## src/rtl/dbg_trig_pkg.sv

```systemverilog
package dbg_trig_pkg;

   typedef enum logic [2:0] {
      MODE_A_THEN_B     = 3'd0,
      MODE_FULL_EQ      = 3'd1,
      MODE_FULL_NE      = 3'd2,
      MODE_STORE_B      = 3'd3,
      MODE_A_THEN_STORE = 3'd4,
      MODE_IN_RANGE     = 3'd5,
      MODE_OUT_RANGE    = 3'd6,
      MODE_OFF          = 3'd7
   } trig_mode_e;

   function automatic logic mode_stores(trig_mode_e m);
      return (m == MODE_STORE_B) || (m == MODE_A_THEN_STORE);
   endfunction

   function automatic logic mode_sequenced(trig_mode_e m);
      return (m == MODE_A_THEN_B) || (m == MODE_A_THEN_STORE);
   endfunction

endpackage

```

## src/rtl/dbg_addr_cmp.sv

```systemverilog
module dbg_addr_cmp #(
   parameter int AW       = 16,
   parameter int DW       = 8,
   parameter bit RANGE_EN = 1'b1
) (
   input  logic [AW-1:0] addr,
   input  logic [DW-1:0] data,
   input  logic          rnw,
   input  logic [AW-1:0] ref_a,
   input  logic [AW-1:0] ref_b,
   input  logic          rw_val,
   input  logic          rw_en,
   output logic          a_eq,
   output logic          b_eq,
   output logic          data_eq,
   output logic          rw_ok,
   output logic          in_win,
   output logic          out_win
);

   assign a_eq    = (addr == ref_a);
   assign b_eq    = (addr == ref_b);
   assign data_eq = (data == ref_b[DW-1:0]);
   assign rw_ok   = !rw_en || (rnw == rw_val);

   generate
      if (RANGE_EN) begin : g_range
         logic ge_a;
         logic le_b;
         assign ge_a    = (addr >= ref_a);
         assign le_b    = (addr <= ref_b);
         assign in_win  = ge_a && le_b;
         assign out_win = !ge_a || !le_b;
      end else begin : g_no_range
         assign in_win  = 1'b0;
         assign out_win = 1'b0;
      end
   endgenerate

endmodule

```

## src/rtl/dbg_seq_flag.sv

```systemverilog
module dbg_seq_flag (
   input  logic clk,
   input  logic rst_n,
   input  logic clr,
   input  logic set,
   output logic seen
);

   always_ff @(posedge clk or negedge rst_n) begin
      if (!rst_n)   seen <= 1'b0;
      else if (clr) seen <= 1'b0;
      else if (set) seen <= 1'b1;
   end

   p_seen_sticky_r3: assert property (@(posedge clk) disable iff (!rst_n)
      (seen && !clr) |=> seen);

   p_seen_clear_r2: assert property (@(posedge clk) disable iff (!rst_n)
      clr |=> !seen);

endmodule

```

## src/rtl/dbg_cap_fill.sv

```systemverilog
module dbg_cap_fill #(
   parameter int DEPTH = 8,
   localparam int CW   = $clog2(DEPTH + 1)
) (
   input  logic clk,
   input  logic rst_n,
   input  logic start,
   input  logic push,
   output logic running
);

   logic [CW-1:0] fill_q;

   always_ff @(posedge clk or negedge rst_n) begin
      if (!rst_n) begin
         fill_q  <= '0;
         running <= 1'b0;
      end else if (start) begin
         fill_q  <= '0;
         running <= 1'b1;
      end else if (push && running) begin
         fill_q <= fill_q + 1'b1;
         if (fill_q == CW'(DEPTH - 1)) running <= 1'b0;
      end
   end

   p_no_overflow_r9: assert property (@(posedge clk) disable iff (!rst_n)
      fill_q <= CW'(DEPTH));

   p_full_stops_r9: assert property (@(posedge clk) disable iff (!rst_n)
      (fill_q == CW'(DEPTH) && !start) |=> ($stable(fill_q) && !running));

endmodule

```

## src/rtl/dbg_trig_seq.sv

```systemverilog
module dbg_trig_seq
   import dbg_trig_pkg::*;
#(
   parameter int AW       = 16,
   parameter int DW       = 8,
   parameter int DEPTH    = 8,
   parameter bit RANGE_EN = 1'b1
) (
   input  logic          clk,
   input  logic          rst_n,
   input  logic          bus_valid,
   input  logic [AW-1:0] bus_addr,
   input  logic [DW-1:0] bus_data,
   input  logic          bus_rnw,
   input  logic [2:0]    mode,
   input  logic [AW-1:0] cmp_a,
   input  logic [AW-1:0] cmp_b,
   input  logic          rw_val,
   input  logic          rw_en,
   input  logic          arm,
   output logic          trig_o,
   output logic          cap_valid_o,
   output logic [DW-1:0] cap_data_o,
   output logic          run_active_o
);

   generate
      if (DW > AW) begin : g_bad_dw
         $error("dbg_trig_seq: DW must not exceed AW");
      end
      if (DEPTH < 1) begin : g_bad_depth
         $error("dbg_trig_seq: DEPTH must be at least 1");
      end
   endgenerate

   trig_mode_e mode_e;
   assign mode_e = trig_mode_e'(mode);

   logic a_eq, b_eq, data_eq, rw_ok, in_win, out_win;
   logic seen, eval, hit, store, push, set_seen;

   dbg_addr_cmp #(.AW(AW), .DW(DW), .RANGE_EN(RANGE_EN)) i_cmp (
      .addr   (bus_addr),
      .data   (bus_data),
      .rnw    (bus_rnw),
      .ref_a  (cmp_a),
      .ref_b  (cmp_b),
      .rw_val (rw_val),
      .rw_en  (rw_en),
      .a_eq   (a_eq),
      .b_eq   (b_eq),
      .data_eq(data_eq),
      .rw_ok  (rw_ok),
      .in_win (in_win),
      .out_win(out_win)
   );

   assign eval = run_active_o && bus_valid && !arm;

   always_comb begin
      unique case (mode_e)
         MODE_A_THEN_B,
         MODE_A_THEN_STORE: hit = b_eq && seen;
         MODE_FULL_EQ:      hit = a_eq && data_eq && rw_ok;
         MODE_FULL_NE:      hit = a_eq && !data_eq && rw_ok;
         MODE_STORE_B:      hit = b_eq;
         MODE_IN_RANGE:     hit = in_win;
         MODE_OUT_RANGE:    hit = out_win;
         default:           hit = 1'b0;
      endcase
   end

   assign store    = mode_stores(mode_e);
   assign push     = eval && hit && store;
   assign set_seen = eval && a_eq && mode_sequenced(mode_e);

   dbg_seq_flag i_seq (
      .clk  (clk),
      .rst_n(rst_n),
      .clr  (arm),
      .set  (set_seen),
      .seen (seen)
   );

   dbg_cap_fill #(.DEPTH(DEPTH)) i_fill (
      .clk    (clk),
      .rst_n  (rst_n),
      .start  (arm),
      .push   (push),
      .running(run_active_o)
   );

   always_ff @(posedge clk or negedge rst_n) begin
      if (!rst_n) begin
         trig_o      <= 1'b0;
         cap_valid_o <= 1'b0;
         cap_data_o  <= '0;
      end else begin
         trig_o      <= eval && hit;
         cap_valid_o <= push;
         if (push) cap_data_o <= bus_data;
      end
   end

   p_idle_quiet_r1: assert property (@(posedge clk) disable iff (!rst_n)
      (!run_active_o || arm) |=> (!trig_o && !cap_valid_o));

   p_arm_starts_r2: assert property (@(posedge clk) disable iff (!rst_n)
      arm |=> run_active_o);

   p_valid_gate_r12: assert property (@(posedge clk) disable iff (!rst_n)
      !bus_valid |=> !trig_o);

   p_cap_is_trig_r7: assert property (@(posedge clk) disable iff (!rst_n)
      cap_valid_o |-> trig_o);

   p_off_mode_r12: assert property (@(posedge clk) disable iff (!rst_n)
      (mode == 3'd7) |=> !trig_o);

endmodule

```

## config.mk

```make
export PLATFORM = sky130hd
export DESIGN_NAME = dbg_trig_seq
export DESIGN_NICKNAME = d
export VERILOG_FILES = /design/src/rtl/dbg_trig_pkg.sv /design/src/rtl/dbg_addr_cmp.sv /design/src/rtl/dbg_seq_flag.sv /design/src/rtl/dbg_cap_fill.sv /design/src/rtl/dbg_trig_seq.sv
export SDC_FILE = /design/constraint.sdc
export NUM_CORES = 1
export LEC_CHECK = 0
export BUFFER_PORTS_ARGS = -buffer_cell sky130_fd_sc_hd__buf_4
export CAP_MARGIN = 30
export CORE_ASPECT_RATIO = 0.7
export CORE_MARGIN = 2
export CORE_UTILIZATION = 47
export CTS_CLUSTER_DIAMETER = 80
export DETAILED_ROUTE_END_ITERATION = 8
export GPL_TIMING_DRIVEN = 0
export HOLD_SLACK_MARGIN = 0.02
export PLACE_DENSITY = 0.92
export SLEW_MARGIN = 20
export SYNTH_ARGS = -nofsm -noshare
export SYNTH_HDL_FRONTEND = slang
export SYNTH_HIERARCHICAL = 1
export SYNTH_SLANG_ARGS = --single-unit
```

## constraint.sdc

```tcl
create_clock -name clk -period 2.4 [get_ports clk]
set_input_delay 0.24 -clock clk [delete_from_list [all_inputs] [get_ports clk]]
set_output_delay 0.24 -clock clk [all_outputs]
set_load 0.01 [all_outputs]
```

==> impl_metrics.py <==
metrics = {
    "grt": {
        "first_global_vias": 1739,
        "grtUsageTotal": 0.246,
        "grt_start_max_net_pins": 17,
        "grt_overflow_total": 0,
        "antenna_found_initial": 0,
        "grt_pass1_wl_mm": 7.99,
    },
    "logic_synthesis": {
        "ys_top_cells_by_count": "ha_1, inv_1, dfrtp_1",
        "yosys_warnings": 6,
        "synth_top_area_share": 0.241,
        "ys_types": 41,
        "syn_inst": 183,
        "synth_fp_nets": 282,
        "synth_ff_type": "dfrtp_1",
        "yosys.area.top_type": "ha_1",
        "synth_edf_count": 0,
        "synth.cell_area_um2": 1710,
        "avgSynthCellArea_um2": 9.35,
        "synthTopCellsByArea": "ha_1, dfrtp_1, inv_1",
        "synth.most_common_cell": "ha_1",
        "ys_seq_elements": 16,
        "ys_seq_area_frac": 0.234,
        "synthArstFlopShare": 1.00,
    },
    "power": {
        "p_leak_uw": 0.00142,
        "netSwitchingFraction": 0.315,
        "pwr_density_cell_nw_per_um2": 334,
        "p_switching_uw": 300,
        "p_clk_frac": 0.215,
        "power.internal_uw": 650,
        "peakVddDrop_v": 0.000352,
        "p_comb_frac": 0.462,
        "power_frac_seq": 0.323,
    },
    "sta": {
        "drv_slew": 0,
        "slew_headroom": 0.768,
        "fin_crit_ps": 2660,
        "layout_setup_ws_ps": -264,
        "tightestPinTransition_ps": 346,
        "hold_viol": 0,
        "holdWs_ps": 193,
        "rsz0062_at_grt": "yes",
        "timing.final.crit_share": 1.11,
        "fin_worst_skew_ps": 1.15,
        "setup_viol_count_final": 14,
        "max_freq_mhz": 375,
    },
    "setup_path": {
        "path_depth": 13,
        "r2r_end": "i_fill/fill_q[3]",
        "max_stage_delay_ps": 320,
        "startpoint": "bus_addr[0]",
        "crit_slowest_cell": "a211o_1",
        "r2r_setup_slack_ps": 550,
        "path_max_fanout": 4,
        "crit_path_frequent_cell": "buf_6",
        "r2r_start": "i_fill/running",
        "endpoint": "cap_data_o[2]",
        "crit_family": "compound AO/OA/AOI/OAI gates",
        "crit_required_ps": 2540,
        "crit_path_cell_trace": "buf_6 -> inv_4 -> ha_4 -> nand2b_4 -> a2111oi_4 -> nor3_2 -> a211o_1 -> o221a_2 -> and4b_2 -> a31o_4 -> o311ai_4 -> buf_6 -> mux2_4",
        "reg2reg_depth": 7,
        "cp-start-kind": "input pin",
        "worstSetupPathType": "in -> reg",
        "end_kind": "flop",
        "crit_buf_inv": 3,
        "arrival_ps": 2800,
    },
    "route": {
        "first_pass_iters": 4,
        "drc": 0,
        "routedWlPerCell_um": 16.3,
        "ant_nets": 0,
        "drt_iter0_markers": 89,
        "wl_mm": 5.33,
        "vias": 1778,
        "avgViaCountPerCell": 5.45,
    },
    "floorplan": {
        "die_y_um": 54.5,
        "dieArea_um2": 4150,
        "die_x_um": 76.1,
        "rows": 18,
        "ios": 77,
        "start_util": 0.487,
        "core_um2": 3510,
    },
    "layout": {
        "fin_nets": 377,
        "final_area_um2": 2840,
        "syn_to_final_growth_pct": 66.3,
        "antenna_cells": 0,
        "instances_no_fill": 326,
        "drive_gt1_frac": 0.543,
        "num-fill-cells": 222,
    },
    "placed_design": {
        "dp_cells": 309,
        "hpwl_mm": 3.87,
        "placed_cell_area_um2": 2540,
        "routabilityCongestion": 0.763,
        "portBuffers": 76,
    },
    "clock_network": {
        "tritoncts": "built",
        "cts_buffer_depth": 2,
        "cts.sinks": 16,
        "insertion_delay_ps": 250,
        "htree_levels": 1,
        "root_buffer": "clkbuf_8",
        "cts_inserted_buffers": 3,
        "clkTransAtPathRegs_ps": 60,
    },
    "run_status": {
        "status": "finished, violations left",
        "failed_checks": "setup timing",
    },
    "hold_path": {
        "hp-class": "in -> reg",
        "hold_path_depth": 2,
    },
    "flow_run": {
        "maxCapViolCount": 0,
    },
}
layout make-up:
type                    count  area, um^2  share of cell area
flip-flops and latches     16         400               0.141
repair buffers             90         704               0.248
multi-input cells         135        1480               0.521
well taps                  50        62.6              0.0220
inverters                  32         153              0.0537
clock buffers               3        41.3              0.0145
metrics by stage:
step	total power [uW]	setup TNS, ps	util	worst slack, ps
2_1_floorplan	499	-4050	-	-335
3_5_place_dp	691	-10060	0.723	-799
3_3_place_gp	673	-9930	0.723	-784
4_1_cts	913	-2380	0.778	-225
6_report	950	-3090	0.809	-264
5_1_grt	1010	-4030	0.809	-330
routing by layer:
layer / part of all wire / track usage
met1: 0.43 / 0.301
met2: 0.50 / 0.463
met3: 0.054 / 0.0446
met4: 0.019 / 0.0727
met5: 0 / 0
flip-flops by register name, summed over array words and instances, names as in the netlist:
signal / flops
i_fill/running: 1
i_fill/fill_q: 4
i_seq/seen: 1
trig_o: 1
cap_data_o: 8
cap_valid_o: 1
cell usage in the layout, fill, tap and decap left out, types with 5 or more instances in the layout:
master   count
inv_1       20
buf_4       82
ha_1        18
inv_4        5
a21o_1       5
ha_4        15
dfrtp_1     16
mux2_4       8
inv_2        5
nor2_1       7
a21oi_1      8
xnor2_1      8
nand2_1      7
a21oi_2      5
buf_6        7
nand4_1      9
nand3_1      6
logic make-up after synthesis:
group / after synthesis / share of synthesized area
compound gates: 34 / 0.169
xor+xnor: 11 / 0.0563
simple gates: 49 / 0.176
fa+ha+maj: 33 / 0.241
flops: 16 / 0.234
buf+inv: 32 / 0.0702
mux: 8 / 0.0527
power by group through the flow:
stage	clock [uW]	sequential (uW)	combinational, uW
6_report	204	307	439
5_1_grt	218	310	477
4_1_cts	204	305	404
3_5_place_dp	0	309	381
3_3_place_gp	0	309	365
2_1_floorplan	0	319	181
how the worst min path moves through the flow:
stage | slack (ps) | endpoint | startpoint
6_report | 190 | i_fill/fill_q[1] | arm
5_1_grt | 190 | i_fill/fill_q[1] | arm
4_1_cts | 190 | i_fill/fill_q[1] | arm
3_5_place_dp | 110 | cap_data_o[3] | rst_n
3_3_place_gp | 110 | cap_data_o[3] | rst_n
2_1_floorplan | -60 | cap_data_o[0] | rst_n
timing repair:
item / 4_1_cts / 5_1_grt
gates resized for setup: 17 / 14
endpoints found under the hold margin: 16 / 0
buffers inserted: 11 / 3
endpoints found under the setup margin: 14 / 14
hold buffers: 1 / 0
pin swaps: 12 / 3
Note: power is estimated with default switching activity, not from simulation.
